## src/rtl/dsb_pkg.sv

```systemverilog
package dsb_pkg;
    parameter int unsigned ADDR_W  = 12;
    parameter int unsigned DATA_W  = 32;
    parameter int unsigned INDEX_W = 3;
    parameter int unsigned WOFF_W  = 2;

    localparam int unsigned BE_W    = DATA_W / 8;
    localparam int unsigned BOFF_W  = $clog2(BE_W);
    localparam int unsigned WADDR_W = ADDR_W - BOFF_W;
    localparam int unsigned SLOT_W  = INDEX_W + WOFF_W;
    localparam int unsigned TAG_W   = WADDR_W - SLOT_W;

    typedef logic [WADDR_W-1:0] waddr_t;
    typedef logic [DATA_W-1:0]  word_t;
    typedef logic [BE_W-1:0]    be_t;
    typedef logic [TAG_W-1:0]   tag_t;

    typedef enum logic [1:0] {
        OP_IDLE  = 2'd0,
        OP_LOAD  = 2'd1,
        OP_STORE = 2'd2
    } op_e;

    typedef struct packed {
        logic   vld;
        waddr_t wa;
        word_t  data;
        be_t    be;
    } pend_t;

    function automatic word_t lane_mask(input be_t be);
        word_t m;
        for (int i = 0; i < int'(BE_W); i++) begin
            m[i*8 +: 8] = {8{be[i]}};
        end
        return m;
    endfunction
endpackage

```

## src/rtl/dsb_tag_check.sv

```systemverilog
module dsb_tag_check
    import dsb_pkg::*;
(
    input  tag_t req_tag,
    input  logic ent_valid,
    input  tag_t ent_tag,
    output logic tag_hit
);
    always_comb begin
        tag_hit = ent_valid && (ent_tag == req_tag);
    end
endmodule

```

## src/rtl/dsb_pend_reg.sv

```systemverilog
module dsb_pend_reg
    import dsb_pkg::*;
(
    input  logic   clk,
    input  logic   rst,
    input  logic   cap_en,
    input  logic   drain_en,
    input  waddr_t new_wa,
    input  word_t  new_data,
    input  be_t    new_be,
    output pend_t  q
);
    always_ff @(posedge clk) begin
        if (rst) begin
            q <= '0;
        end else if (cap_en) begin
            q <= '{vld: 1'b1, wa: new_wa, data: new_data, be: new_be};
        end else if (drain_en) begin
            q.vld <= 1'b0;
        end
    end

    assert_capture_R2: assert property (@(posedge clk) disable iff (rst)
        cap_en |=> (q.vld && q.wa == $past(new_wa) && q.data == $past(new_data)));

    assert_hold_R4: assert property (@(posedge clk) disable iff (rst)
        (!cap_en && !drain_en) |=> $stable(q));

    assert_empty_after_drain_R8: assert property (@(posedge clk) disable iff (rst)
        (drain_en && !cap_en) |=> !q.vld);
endmodule

```

## src/rtl/dsb_fwd.sv

```systemverilog
module dsb_fwd
    import dsb_pkg::*;
(
    input  pend_t  pend,
    input  waddr_t ld_wa,
    input  word_t  arr_word,
    output logic   match,
    output word_t  merged
);
    word_t mask;

    always_comb begin
        match  = pend.vld && (pend.wa == ld_wa);
        mask   = match ? lane_mask(pend.be) : '0;
        merged = (pend.data & mask) | (arr_word & ~mask);
    end
endmodule

```

## src/rtl/dly_store_cache.sv

```systemverilog
module dly_store_cache
    import dsb_pkg::*;
(
    input  logic                clk,
    input  logic                rst,
    input  logic                req_valid,
    input  logic                req_store,
    input  logic [ADDR_W-1:0]   req_addr,
    input  logic [DATA_W-1:0]   req_wdata,
    input  logic [BE_W-1:0]     req_be,
    input  logic                flush,
    output logic                rsp_hit,
    output logic [DATA_W-1:0]   rsp_rdata,
    output logic [INDEX_W-1:0]  tag_idx,
    input  logic                tag_rd_valid,
    input  logic [TAG_W-1:0]    tag_rd_tag,
    output logic [SLOT_W-1:0]   dar_addr,
    input  logic [DATA_W-1:0]   dar_rdata,
    output logic                daw_en,
    output logic [SLOT_W-1:0]   daw_addr,
    output logic [DATA_W-1:0]   daw_data,
    output logic [BE_W-1:0]     daw_be
);
    op_e    op;
    waddr_t wa;
    tag_t   req_tag;
    logic   tag_hit;
    logic   st_hit;
    logic   drain;
    logic   fwd_match;
    word_t  fwd_word;
    pend_t  pend;

    always_comb begin
        if (!req_valid)     op = OP_IDLE;
        else if (req_store) op = OP_STORE;
        else                op = OP_LOAD;
    end

    assign wa       = req_addr[ADDR_W-1:BOFF_W];
    assign req_tag  = wa[WADDR_W-1:SLOT_W];
    assign tag_idx  = wa[SLOT_W-1:WOFF_W];
    assign dar_addr = wa[SLOT_W-1:0];

    dsb_tag_check u_tag (
        .req_tag   (req_tag),
        .ent_valid (tag_rd_valid),
        .ent_tag   (tag_rd_tag),
        .tag_hit   (tag_hit)
    );

    assign st_hit = (op == OP_STORE) && tag_hit;
    assign drain  = pend.vld && (st_hit || (flush && op != OP_STORE));

    dsb_pend_reg u_pend (
        .clk      (clk),
        .rst      (rst),
        .cap_en   (st_hit),
        .drain_en (drain),
        .new_wa   (wa),
        .new_data (req_wdata),
        .new_be   (req_be),
        .q        (pend)
    );

    dsb_fwd u_fwd (
        .pend     (pend),
        .ld_wa    (wa),
        .arr_word (dar_rdata),
        .match    (fwd_match),
        .merged   (fwd_word)
    );

    always_comb begin
        rsp_hit   = 1'b0;
        rsp_rdata = '0;
        unique case (op)
            OP_LOAD: begin
                rsp_hit   = tag_hit || fwd_match;
                rsp_rdata = fwd_word;
            end
            OP_STORE: rsp_hit = tag_hit;
            default: ;
        endcase
    end

    assign daw_en   = drain;
    assign daw_addr = pend.wa[SLOT_W-1:0];
    assign daw_data = pend.data;
    assign daw_be   = pend.be;

    assert_aligned_R1: assert property (@(posedge clk) disable iff (rst)
        req_valid |-> (req_addr[BOFF_W-1:0] == '0));

    assert_fwd_hit_R7: assert property (@(posedge clk) disable iff (rst)
        (op == OP_LOAD && fwd_match) |-> rsp_hit);

    assert_idle_quiet_R10: assert property (@(posedge clk) disable iff (rst)
        !req_valid |-> (!rsp_hit && (!daw_en || flush)));

    assert_store_miss_no_write_R4: assert property (@(posedge clk) disable iff (rst)
        (op == OP_STORE && !tag_hit) |-> !daw_en);

    assert_second_store_drains_R3: assert property (@(posedge clk) disable iff (rst)
        st_hit |=> (st_hit -> (daw_en && daw_addr == $past(dar_addr))));
endmodule

```

## config.mk

```make
export PLATFORM = sky130hd
export DESIGN_NAME = dly_store_cache
export DESIGN_NICKNAME = d
export VERILOG_FILES = /design/src/rtl/dsb_pkg.sv /design/src/rtl/dsb_tag_check.sv /design/src/rtl/dsb_pend_reg.sv /design/src/rtl/dsb_fwd.sv /design/src/rtl/dly_store_cache.sv
export SDC_FILE = /design/constraint.sdc
export NUM_CORES = 1
export LEC_CHECK = 0
export BUFFER_PORTS_ARGS = -buffer_cell sky130_fd_sc_hd__buf_2
export CAP_MARGIN = 20
export CORE_ASPECT_RATIO = 0.9
export CORE_MARGIN = 4
export CORE_UTILIZATION = 28
export DETAILED_ROUTE_END_ITERATION = 6
export PLACE_DENSITY = 0.55
export SKIP_LAST_GASP = 1
export SYNTH_ARGS = -nofsm -noshare
export SYNTH_HDL_FRONTEND = slang
export SYNTH_HIERARCHICAL = 1
export SYNTH_SLANG_ARGS = --single-unit
```

## constraint.sdc

```tcl
create_clock -name clk -period 2.5 [get_ports clk]
set_clock_uncertainty 0.05 [all_clocks]
set_input_delay 0.5 -clock clk [delete_from_list [all_inputs] [get_ports clk]]
set_output_delay 0.5 -clock clk [all_outputs]
set_load 0.1 [all_outputs]
```

[Yosys cells after proc, flatten, opt, wreduce, memory -nomap -nowiden]
Index checks and enable logic that the tools add are counted.
Word-level totals
  flip-flop bits (word level): 47
  input bits: 91
  output and inout bits: 83
  logic and storage cells: 28
Operators by class
  equal/unequal tests: 5
  mux-type cells: 7
  bitwise gates (word level): 4
  reduce and logical (&&, ||, !) cells: 8
Operator list (count)
  32-bit bitwise AND: 2
  32-bit 2-to-1 mux: 2
  32-bit inverter: 1
  32-bit bitwise OR: 1
  10-bit == test: 1
  5-bit == test: 1
  1-bit logical AND: 5
  2-bit 2-to-1 mux: 2
  2-bit by 1-bit == test with 1-bit output (second input constant): 1
  2-bit == test (second input constant): 1
  1-bit logical OR: 2
  1-bit 2-to-1 mux: 2
  2-bit inequality test (second input constant): 1
  1-bit case mux with 2 select lines: 1
  2-bit nonzero test: 1

[Longest topological paths before layout]
Gate-level depths: netlist of the first run.
  depth in word-level cells: 8
  mapped depth: 8
  depth with buffers taken out: 7

[Hierarchy]
The synthesis of the first run kept the hierarchy.
By module, submodules not included
  dsb_pend_reg: times used 1, cells each 152, area an instance 1689.1 µm², seq. area each 940.9 µm²
  dsb_fwd: times used 1, cells each 52, area an instance 528.0 µm², seq. area each 0.0 µm²
  dly_store_cache: times used 1, cells each 49, area an instance 370.4 µm², seq. area each 0.0 µm²
  dsb_tag_check: times used 1, cells each 7, area an instance 56.3 µm², seq. area each 0.0 µm²

[Worst setup path before layout of the first run]
No wires, ideal clock.
  kind: reg-to-output
  start: reg u_pend/q[36] (netlist name)
  end: out rsp_rdata[1]
  arrival: 2.979 ns
  required time: 1.950 ns
  path slack: -1.029 ns
  cell stages (with the launch flop): 7
  buffers on the path: 0
  cell sequence: dfxtp_1 xnor2_1 nand4_1 nor4_4 nand2_2 mux2_2 and2_1
Between the ends
  cells in the longest elaborated chain, start to end: 7
  elaborated cells between the ends (all ways): 8
  classes of those cells: eq/ne: 1; mux: 2; bitwise: 4; reduce/logical: 1
Ends and longest elaborated chain
  start, declared: line dsb_pend_reg.sv:11  | output pend_t q
  start signal, assigned: line dsb_pend_reg.sv:17  | q <= '{vld: 1'b1, wa: new_wa, data: new_data, be: new_be};
  10-bit == test (*): line dsb_fwd.sv:13  | match = pend.vld && (pend.wa == ld_wa);
  1-bit logical AND (*): line dsb_fwd.sv:13
  net fwd_match: line dly_store_cache.sv:30  | logic fwd_match;
  32-bit 2-to-1 mux (*): line dsb_fwd.sv:14  | mask = match ? lane_mask(pend.be) : '0;
  32-bit inverter: line dsb_fwd.sv:15  | merged = (pend.data & mask) | (arr_word & ~mask);
  32-bit bitwise AND: line dsb_fwd.sv:15
  32-bit bitwise OR (*): line dsb_fwd.sv:15
  net fwd_word[1]: line dly_store_cache.sv:31  | word_t fwd_word;
  32-bit 2-to-1 mux (*): line dly_store_cache.sv:77  | unique case (op)
  end, declared: line dly_store_cache.sv:13  | output logic [DATA_W-1:0] rsp_rdata,
Mark *: on every way through the listed nets, which the timed path passes. The rest lies on a longest branch.

[Worst setup path after layout of the first run]
  start: in req_addr[11]
  end: out rsp_rdata[21]
Between the ends
  cells in the longest elaborated chain, start to end: 7
  elaborated cells between the ends (all ways): 8
  classes of those cells: eq/ne: 1; mux: 2; bitwise: 4; reduce/logical: 1
Ends and longest elaborated chain
  start, declared: line dly_store_cache.sv:8  | input logic [ADDR_W-1:0] req_addr,
  10-bit == test (*): line dsb_fwd.sv:13
  1-bit logical AND (*): line dsb_fwd.sv:13
  net fwd_match: line dly_store_cache.sv:30
  32-bit 2-to-1 mux (*): line dsb_fwd.sv:14
  32-bit inverter: line dsb_fwd.sv:15
  32-bit bitwise AND: line dsb_fwd.sv:15
  32-bit bitwise OR (*): line dsb_fwd.sv:15
  net fwd_word[21]: line dly_store_cache.sv:31
  32-bit 2-to-1 mux (*): line dly_store_cache.sv:77
Marks and branches as above.

==> results of run 1 <==
layout by cell type (no fill, tap or decap), types with 5 or more instances in the layout:
cell / instances
sky130_fd_sc_hd__and2_4: 32
sky130_fd_sc_hd__dfxtp_1: 40
sky130_fd_sc_hd__mux2_2: 20
sky130_fd_sc_hd__nor2_1: 46
sky130_fd_sc_hd__mux2i_1: 46
sky130_fd_sc_hd__xnor2_1: 6
sky130_fd_sc_hd__dfxtp_4: 5
sky130_fd_sc_hd__buf_4: 12
sky130_fd_sc_hd__clkbuf_8: 5
sky130_fd_sc_hd__buf_2: 135
sky130_fd_sc_hd__buf_12: 37
sky130_fd_sc_hd__mux2_4: 12
cell type report:
type / count / area, um2
tap: 122 / 153
fill: 906 / 4680
multi-input combinational: 190 / 1720
timing repair buffer: 188 / 1560
sequential: 47 / 962
inverter: 2 / 7.51
clock buffer: 6 / 72.6
clock inverter: 2 / 12.5
power by group:
part / internal [mW] / total [mW] / switching, mW
clock: 0.196 / 0.461 / 0.264
sequential: 0.745 / 0.747 / 0.00218
combinational: 0.215 / 0.535 / 0.320
total: 1.16 / 1.74 / 0.586
worst max path at each step:
stage | endpoint | slack (ns)
finish | rsp_rdata[21] | -0.22
global route | rsp_rdata[21] | -0.33
CTS | rsp_rdata[10] | -0.22
detailed placement | rsp_rdata[21] | -0.30
global placement | rsp_rdata[17] | -0.28
floorplan | rsp_rdata[0] | -0.11
Yosys cell counts (2+ instances only):
cell and n:
sky130_fd_sc_hd__mux2i_1 46, sky130_fd_sc_hd__nor2_1 46, sky130_fd_sc_hd__buf_2 2, sky130_fd_sc_hd__clkbuf_1 3, sky130_fd_sc_hd__xor2_1 4, sky130_fd_sc_hd__nand3_1 2
sky130_fd_sc_hd__o21a_1 2, sky130_fd_sc_hd__buf_6 4, sky130_fd_sc_hd__nand2_2 4, sky130_fd_sc_hd__mux2_4 3, sky130_fd_sc_hd__buf_4 9, sky130_fd_sc_hd__and2_1 11
sky130_fd_sc_hd__xnor2_1 10, sky130_fd_sc_hd__buf_12 3, sky130_fd_sc_hd__mux2_2 29, sky130_fd_sc_hd__nand2b_1 2, sky130_fd_sc_hd__dfxtp_1 47, sky130_fd_sc_hd__and2_2 21
layer usage:
layer / GRT usage / vias up / part of all wire
met5: 0 / - / 0
met4: 0.0313 / 0 / 0.0088
met3: 0.0500 / 5 / 0.085
met2: 0.238 / 99 / 0.48
met1: 0.163 / 1129 / 0.42
li1: - / 1207 / -
metrics by stage:
| step | hold WS [ns] | power, mW | TNS [ns] | cells |
|---|---|---|---|---|
| floorplan | 0.414 | 1.10 | -3.18 | 260 |
| global placement | 0.436 | 1.29 | -11.43 | 548 |
| detailed placement | 0.445 | 1.29 | -11.10 | 548 |
| CTS | 0.368 | 1.78 | -6.30 | 557 |
| global route | 0.372 | 1.83 | -10.04 | 557 |
| finish | 0.382 | 1.74 | -6.09 | 557 |
worst max-delay path, stage by stage:
cell                      delay, ns
sky130_fd_sc_hd__buf_4         0.13
sky130_fd_sc_hd__xnor2_2       0.16
sky130_fd_sc_hd__nand3_2       0.12
sky130_fd_sc_hd__nor4_4        0.29
sky130_fd_sc_hd__buf_6         0.24
sky130_fd_sc_hd__nand2_8       0.11
sky130_fd_sc_hd__mux2_4        0.31
sky130_fd_sc_hd__and2_4        0.14
sky130_fd_sc_hd__buf_12        0.16
cells by family after synthesis:
| group | Yosys count | share of synthesized area |
|---|---|---|
| muxes | 78 | 0.315 |
| buffers and inverters | 23 | 0.0762 |
| and+or+nand+nor | 93 | 0.195 |
| DFF | 47 | 0.356 |
| AOI/OAI and AO/OA | 5 | 0.0123 |
| xor gates and xnor gates | 14 | 0.0464 |
repair_timing:
item	CTS	global route
setup buffers	1	0
setup endpoints to repair	33	34
pin swaps	3	9
resized for setup	13	17
gates cloned	0	0
==> metrics.md, run 1 <==
| Metric | Value |
|---|---|
| Flops & latches, synth | `47` |
| DRC Markers | `0` |
| Total via count in the routed design | `between 2000 and 2500` |
| CP startpoint | `req_addr[11]` |
| Count of nets left with antenna violations after detail routing | `0` |
| Routability Congestion | `~0.74` |
| Endpoint of the lowest-slack register-to-register path | `u_pend/q[46]` |
| DIE HEIGHT | `around 100 um` |
| Drt total wl | `7820 um` |
| Slack of the worst reg-to-reg path | `1.61 ns` |
| Transition time of the tightest slew-check pin | `0.521 ns` |
| Part of the Yosys area used for sequential elements | `0.356` |
| First-pass iteration count of the detailed router | `4` |
| Skew-Pair Late Insertion Delay | `approximately 0.29 ns` |
| Final core occ | `0.489` |
| Count of final max-slew check failures | `0` |
| Estimated wirelength of the detail-placed design | `6100 um` |
| Share of synthesized flip-flops with an asynchronous set or reset | `0` |
| Synthesized cell area | `about 2600 um2` |
| Endpoint class of the critical path | `output pin` |
| Final worst path period share | `1.09` |
| Die W | `roughly 110 um` |
| R2R depth | `3` |
| Largest net degree at the start of global routing | `48` |
| Final setup slack of the worst path | `-0.216 ns` |
| Area of all placed cells without fillers | `~4500 um2` |
| Post-DP Area | `4240 um2` |
| Top cell type by total area after synthesis | `sky130_fd_sc_hd__dfxtp_1` |
| R2R Path Start | `u_pend/q[46]` |
| Kind of path behind the tightest hold check | `input pin to register` |
| Synth Area per Inst | `between 10 and 15 um2` |
| Max-cap viol count | `0` |
| Number of levels in the clock H-tree | `2` |
| Hold EP | `u_pend/q[29]` |
| Yosys Warn Count | `6` |
| Setup repair after global routing missed its margin | `true` |
| Count of flip-flops with a built-in enable after synthesis | `0` |
| Starting density of the core | `0.288` |
| Hold path start | `req_wdata[25]` |
| Slew Limit Headroom | `0.652` |
| Final net count | `525` |
| Overall overflow remaining after global route | `0` |
| Share of the synthesized area in the top cell type | `0.356` |
| Final setup violation count | `33` |
| I/O Pins | `174` |
| Area of the core | `9170 um2` |
| Average detailed-routed wire length per instance | `around 14 um` |
| Quantity of hold-fixing buffers added after cts | `0` |
| Shortest period the worst path allows | `2.72 ns` |
| Number of buffers created by CTS | `5` |
| Clock tree from TritonCTS | `yes` |
| P&R area growth vs syn | `69.7%` |
| Worst path required time | `1.95 ns` |
| Fraction of layout cells with a size suffix above 1 | `0.657` |
| Crit path launch type | `input pin` |
| Total Die Area | `11100 um2` |
| Peak supply drop | `0.212 mV` |
| Hold depth | `3` |
| Number of different library cells in the post-synthesis netlist | `30` |
| Net count after synthesis | `351` |
| Clock slew at reported path FFs | `0.09 ns` |
| Cell types occupying the most area after synthesis | `sky130_fd_sc_hd__dfxtp_1 36%, sky130_fd_sc_hd__mux2i_1 17%, sky130_fd_sc_hd__mux2_2 12%` |
| Sink Count | `47` |
| Final Hold Viols | `0` |
| Lkg Pwr | `2.01 nW` |
| Ys flop type | `sky130_fd_sc_hd__dfxtp_1` |
| First-iteration detailed-routing DRC count | `52` |
| Cells after synthesis | `260` |
| First-pass GRT wire length | `12400 um` |
| Diode count | `0` |
| Max FFs per register | `between 40 and 50` |
| Upper clock frequency limit | `368 MHz` |
| Number of buffers inserted by port buffering | `171` |
| Number of antenna violations at the first check in global routing | `0` |
| Standard-cell row count | `33` |
| Register with the highest flop count | `u_pend/q` |
| Setup slack after placement | `-0.297 ns` |
| Class of the most critical setup path | `input pin to output pin` |
| Buffer depth of the longest clock path | `2` |
| Clock tree root buffer cell | `sky130_fd_sc_hd__clkbuf_8` |
| Violations in the final reports | `negative setup slack` |
| Result of the run | `complete, but fails checks` |
| Pwr Density | `between 300 and 400 nW/um2` |
| Maximum fanout along the worst path | `8` |
| Critical path data arrival time | `between 2 and 2.5 ns` |
| Routed vias/inst | `approximately 4.4` |
| Vias in the first global route | `2466` |
| Regs by FF count | `u_pend/q (47)` |
| Total Routing Usage GR | `0.137` |
No activity file was read; power rests on OpenSTA's default activity.
==> inputs of run 2 (changes only) <==
--- a/config.mk
+++ b/config.mk
@@ -7,7 +7,7 @@
 export LEC_CHECK = 0
 export BUFFER_PORTS_ARGS = -buffer_cell sky130_fd_sc_hd__buf_2
 export CAP_MARGIN = 20
-export CORE_ASPECT_RATIO = 0.9
+export CORE_ASPECT_RATIO = 1.25
 export CORE_MARGIN = 4
 export CORE_UTILIZATION = 28
 export DETAILED_ROUTE_END_ITERATION = 6
==> metrics.md, run 2 (same netlist as run 1, synthesis figures left out) <==
| Metric | Value |
|---|---|
| Largest net degree at the start of global routing | `48` |
| Violations in the final reports | `negative setup slack` |
| DIE HEIGHT | `117 um` |
| Max-cap viol count | `0` |
| Kind of path behind the tightest hold check | `input pin to register` |
| First-pass GRT wire length | `11800 um` |
| Peak supply drop | `0.268 mV` |
| Post-layout power | `approximately 1.9 mW` |
| Standard-cell row count | `39` |
| Area of the core | `9170 um2` |
| Final core occ | `0.495` |
| Final setup slack of the worst path | `-0.180 ns` |
| I/O Pins | `174` |
| Lkg Pwr | `2.06 nW` |
| Worst path required time | `~2 ns` |
| Number of buffers inserted by port buffering | `roughly 170` |
| Regs by FF count | `u_pend/q (47)` |
| Crit path max-delay cell type | `sky130_fd_sc_hd__dfxtp_2` |
| Clock slew at reported path FFs | `0.07 ns` |
| Transition time of the tightest slew-check pin | `0.509 ns` |
| Vias in the first global route | `2425` |
| Average detailed-routed wire length per instance | `13.5 um` |
| Setup repair after global routing missed its margin | `true` |
| Shortest period the worst path allows | `2.68 ns` |
| Crit path launch type | `register` |
| Worst hold-check slack | `about 0.4 ns` |
| Critical Path, Cell by Cell | `xnor2_2 -> nand3_2 -> nor4_4 -> buf_6 -> nand2_8 -> mux2_4 -> and2_4 -> buf_12` |
| Class of the most critical setup path | `register to output pin` |
| First-pass iteration count of the detailed router | `4` |
| Number of buffers created by CTS | `5` |
| Commonest cells after routing, fill and taps aside | `134 x sky130_fd_sc_hd__buf_2, 46 x sky130_fd_sc_hd__mux2i_1, 46 x sky130_fd_sc_hd__nor2_1, 40 x sky130_fd_sc_hd__dfxtp_1, 35 x sky130_fd_sc_hd__buf_12` |
| Register with the highest flop count | `u_pend/q` |
| Max FFs per register | `47` |
| Number of levels in the clock H-tree | `2` |
| Overall overflow remaining after global route | `0` |
| Endpoint class of the critical path | `output pin` |
| Final worst path period share | `1.07` |
| Estimated wirelength of the detail-placed design | `about 6200 um` |
| P&R area growth vs syn | `71.9%` |
| Starting density of the core | `0.288` |
| Final net count | `529` |
| Drt total wl | `7610 um` |
| Routability Congestion | `roughly 0.71` |
| Count of final max-slew check failures | `0` |
| Post-Route Setup TNS | `-4.47 ns` |
| Leading cell type in the layout, fill and taps excluded | `sky130_fd_sc_hd__buf_2` |
| Fraction of layout cells with a size suffix above 1 | `0.663` |
| Post-DP Area | `roughly 4200 um2` |
| DRC Markers | `0` |
| Buffer depth of the longest clock path | `2` |
| Sink Count | `47` |
| Skew-Pair Late Insertion Delay | `0.28 ns` |
| Highest cell delay on the worst timing path | `around 0.34 ns` |
| Quantity of hold-fixing buffers added after cts | `0` |
| Final setup violation count | `32` |
| Diode count | `0` |
| Routed vias/inst | `4.33` |
| Total Routing Usage GR | `0.134` |
| Clock tree root buffer cell | `sky130_fd_sc_hd__clkbuf_16` |
| Pwr Density | `422 nW/um2` |
| Count of nets left with antenna violations after detail routing | `0` |
| Maximum fanout along the worst path | `8` |
| Total via count in the routed design | `2431` |
| Total Die Area | `between 10000 and 15000 um2` |
| First-iteration detailed-routing DRC count | `39` |
| Upper clock frequency limit | `approximately 370 MHz` |
| Final Hold Viols | `0` |
| Slew Limit Headroom | `0.661` |
| Area of all placed cells without fillers | `4540 um2` |
| Number of antenna violations at the first check in global routing | `0` |
| Clock tree from TritonCTS | `yes` |
| Die W | `94.9 um` |
| Critical path data arrival time | `around 2.1 ns` |
| Result of the run | `complete, but fails checks` |
==> run 2: final timing paths <==
kind,start,end,cells past startpoint,slack (ns)
max,u_pend/q[42],rsp_rdata[16],8,-0.18
min,req_wdata[29],u_pend/q[33],3,0.40
max reg2reg,u_pend/q[46],u_pend/q[46],3,1.59
min reg2reg,u_pend/q[19],u_pend/q[19],2,0.46
==> run 2: through the flow <==
stage,cells,worst slack (ns)
after CTS,561,-0.208
after global routing,562,-0.278
after detailed placement,551,-0.303
after floorplan,260,-0.108
after global placement,551,-0.320
final,562,-0.180
==> run 2: report_power, final <==
group	switching (mW)	internal (mW)
Sequential	0.00219	0.746
Combinational	0.318	0.217
Clock	0.271	0.365
Total	0.591	1.33
==> run 2: metal layers <==
layer  global-route usage  vias up  wire, um
li1                     -     1217         -
met1                0.151     1106      2810
met2                0.252      102      4100
met3               0.0348        6       639
met4               0.0289        0        53
met5                    0        -         0
==> run 2: worst max-delay path, delay by kind of cell (launching register included) <==
family	cells	cell delay, ns
AND/OR/NAND/NOR	4	0.67
buffers and inverters	2	0.37
flip-flops	1	0.34
multiplexers	1	0.31
XOR/XNOR	1	0.15
==> run 2: what timing repair did <==
action | in CTS | in global routing
pin swaps | 4 | 8
cloned | 0 | 0
buffers inserted | 2 | 1
gates resized for setup | 17 | 11
setup endpoints to repair | 33 | 34
==> run 2: layout make-up <==
type,count,area [um2]
fill,916,4630
multi-input combinational,190,1720
timing repair buffer,192,1560
sequential,47,962
tap,123,154
clock buffer,5,125
clock inverter,3,15.0
inverter,2,7.51
==> inputs of run 3 (changes only) <==
--- a/config.mk
+++ b/config.mk
@@ -9,11 +9,12 @@
 export CAP_MARGIN = 20
 export CORE_ASPECT_RATIO = 1.25
 export CORE_MARGIN = 4
-export CORE_UTILIZATION = 28
+export CORE_UTILIZATION = 40
 export DETAILED_ROUTE_END_ITERATION = 6
-export PLACE_DENSITY = 0.55
+export PLACE_DENSITY = 0.75
 export SKIP_LAST_GASP = 1
 export SYNTH_ARGS = -nofsm -noshare
 export SYNTH_HDL_FRONTEND = slang
 export SYNTH_HIERARCHICAL = 1
 export SYNTH_SLANG_ARGS = --single-unit
+export TNS_END_PERCENT = 20
==> metrics.md, run 3 (same netlist as run 1, synthesis figures left out) <==
| Metric | Value |
|---|---|
| Result of the run | `complete, but fails checks` |
| Violations in the final reports | `negative setup slack` |
| R2R depth | `3` |
| Count of nets left with antenna violations after detail routing | `0` |
| Setup repair after global routing missed its margin | `true` |
| Drt total wl | `7560 um` |
| Quantity of hold-fixing buffers added after cts | `0` |
| Skew-Pair Late Insertion Delay | `0.29 ns` |
| Overall overflow remaining after global route | `0` |
| Vias in the first global route | `between 2000 and 2500` |
| Crit path launch type | `input pin` |
| I/O Pins | `174` |
| Peak supply drop | `between 0.2 and 0.25 mV` |
| Regs by FF count | `u_pend/q (47)` |
| First-pass GRT wire length | `11500 um` |
| DRC Markers | `0` |
| Clock tree from TritonCTS | `yes` |
| Sink Count | `47` |
| Max-cap viol count | `0` |
| Total via count in the routed design | `2444` |
| Total Routing Usage GR | `0.179` |
| Standard-cell row count | `32` |
| Upper clock frequency limit | `372 MHz` |
| Slack of the worst reg-to-reg path | `1.53 ns` |
| Endpoint of the lowest-slack register-to-register path | `u_pend/q[46]` |
| Routability Congestion | `0.682` |
| Routed vias/inst | `4.73` |
| Buffer depth of the longest clock path | `2` |
| Largest net degree at the start of global routing | `48` |
| Number of buffers created by CTS | `5` |
| First-iteration detailed-routing DRC count | `25` |
| Share of total power consumed by net switching | `0.316` |
| Commonest cells after routing, fill and taps aside | `137 x sky130_fd_sc_hd__buf_2, 46 x sky130_fd_sc_hd__mux2i_1, 46 x sky130_fd_sc_hd__nor2_1, 40 x sky130_fd_sc_hd__dfxtp_1, 37 x sky130_fd_sc_hd__buf_12` |
| Estimated wirelength of the detail-placed design | `6070 um` |
| Seq pwr share | `0.423` |
| Final net count | `522` |
| Maximum fanout along the worst path | `8` |
| Combinational share of power | `0.298` |
| Leading cell type in the layout, fill and taps excluded | `sky130_fd_sc_hd__buf_2` |
| Final core occ | `0.687` |
| First-pass iteration count of the detailed router | `3` |
| Area of the core | `roughly 6300 um2` |
| Pwr Density | `409 nW/um2` |
| Lkg Pwr | `2.01 nW` |
| Power Internal | `1.21 mW` |
| Fraction of layout cells with a size suffix above 1 | `0.641` |
| Clock slew at reported path FFs | `~0.08 ns` |
| Starting density of the core | `0.421` |
| Register with the highest flop count | `u_pend/q` |
| P&R area growth vs syn | `63.3%` |
| Final Hold Viols | `0` |
| Transition time of the tightest slew-check pin | `0.862 ns` |
| Number of antenna violations at the first check in global routing | `0` |
| Total Die Area | `7980 um2` |
| Endpoint class of the critical path | `output pin` |
| Kind of path behind the tightest hold check | `input pin to register` |
| Final setup slack of the worst path | `-0.190 ns` |
| Worst path required time | `1.95 ns` |
| Final setup violation count | `33` |
| Critical path data arrival time | `2.14 ns` |
| Clock tree root buffer cell | `sky130_fd_sc_hd__clkbuf_8` |
| Die W | `80.7 um` |
| Share of total power in the clock network | `0.278` |
| Slew Limit Headroom | `0.425` |
| Final worst path period share | `1.08` |
| Number of buffers inserted by port buffering | `171` |
| Shortest period the worst path allows | `2.69 ns` |
| Switching power of the nets | `~0.56 mW` |
| Class of the most critical setup path | `input pin to output pin` |
| Area of all placed cells without fillers | `about 4300 um2` |
| DIE HEIGHT | `98.9 um` |
| Diode count | `0` |
| Number of fill cells | `~490` |
| Average detailed-routed wire length per instance | `approximately 15 um` |
| Post-DP Area | `4140 um2` |
| Count of final max-slew check failures | `0` |
| Number of levels in the clock H-tree | `2` |
| R2R Path Start | `u_pend/q[46]` |
| CP startpoint | `req_addr[11]` |
| Termination of the worst setup path | `rsp_rdata[10]` |
| Max FFs per register | `47` |
## run 3: layer usage
layer / wire length (um) / part of all wire / vias up / track usage
met2: 4100 / 0.54 / 100 / 0.344
met4: 78 / 0.010 / 0 / 0.0403
met3: 632 / 0.084 / 9 / 0.0466
met5: 0 / 0 / - / 0
met1: 2750 / 0.36 / 1136 / 0.191
li1: - / - / 1199 / -
## run 3: cell type report
type	count	area (um2)	area share
Clock buffer	8	100	0.0232
Inverter	2	7.51	0.00174
Multi-Input combinational cell	190	1630	0.377
Sequential cell	47	962	0.223
Tap cell	85	106	0.0246
Timing Repair Buffer	185	1510	0.350
## run 3: power groups by stage
stage	logic [mW]	registers (mW)	clock network [mW]
global placement	0.516	0.764	0
global route	0.548	0.748	0.545
CTS	0.530	0.747	0.518
detailed placement	0.525	0.765	0
finish	0.527	0.747	0.491
floorplan	0.319	0.780	0
## run 3: worst max-delay path, cell delays in order
cell	delay, ns
sky130_fd_sc_hd__buf_2	0.11
sky130_fd_sc_hd__xnor2_1	0.19
sky130_fd_sc_hd__nand3_2	0.12
sky130_fd_sc_hd__nor4_4	0.27
sky130_fd_sc_hd__buf_6	0.20
sky130_fd_sc_hd__nand2_4	0.12
sky130_fd_sc_hd__mux2_4	0.31
sky130_fd_sc_hd__and2_4	0.14
sky130_fd_sc_hd__buf_12	0.16
## run 3: per-stage QoR
stage	TNS, ns	hold slack (ns)	instances	setup slack (ns)	total power [mW]
floorplan	-2.83	0.414	260	-0.108	1.10
global placement	-6.09	0.438	508	-0.224	1.28
finish	-5.21	0.395	517	-0.190	1.76
CTS	-5.32	0.382	517	-0.188	1.79
global route	-8.41	0.399	517	-0.283	1.84
detailed placement	-8.06	0.451	508	-0.283	1.29
## run 3: how the worst min path moves through the flow
stage,startpoint,to,slack (ns),depth (start not counted)
after floorplan,u_pend/q[46],u_pend/q[46],0.41,2
after global placement,u_pend/q[32],u_pend/q[32],0.44,2
after detailed placement,u_pend/q[36],u_pend/q[36],0.45,2
after CTS,req_wdata[24],u_pend/q[28],0.38,3
after global routing,req_wdata[0],u_pend/q[4],0.40,3
final,req_wdata[24],u_pend/q[28],0.39,3
## run 3: what timing repair did
action | in CTS | in global routing
resized for setup | 13 | 1
buffers inserted | 1 | 0
setup endpoints to repair | 33 | 34
pin swaps | 2 | 0
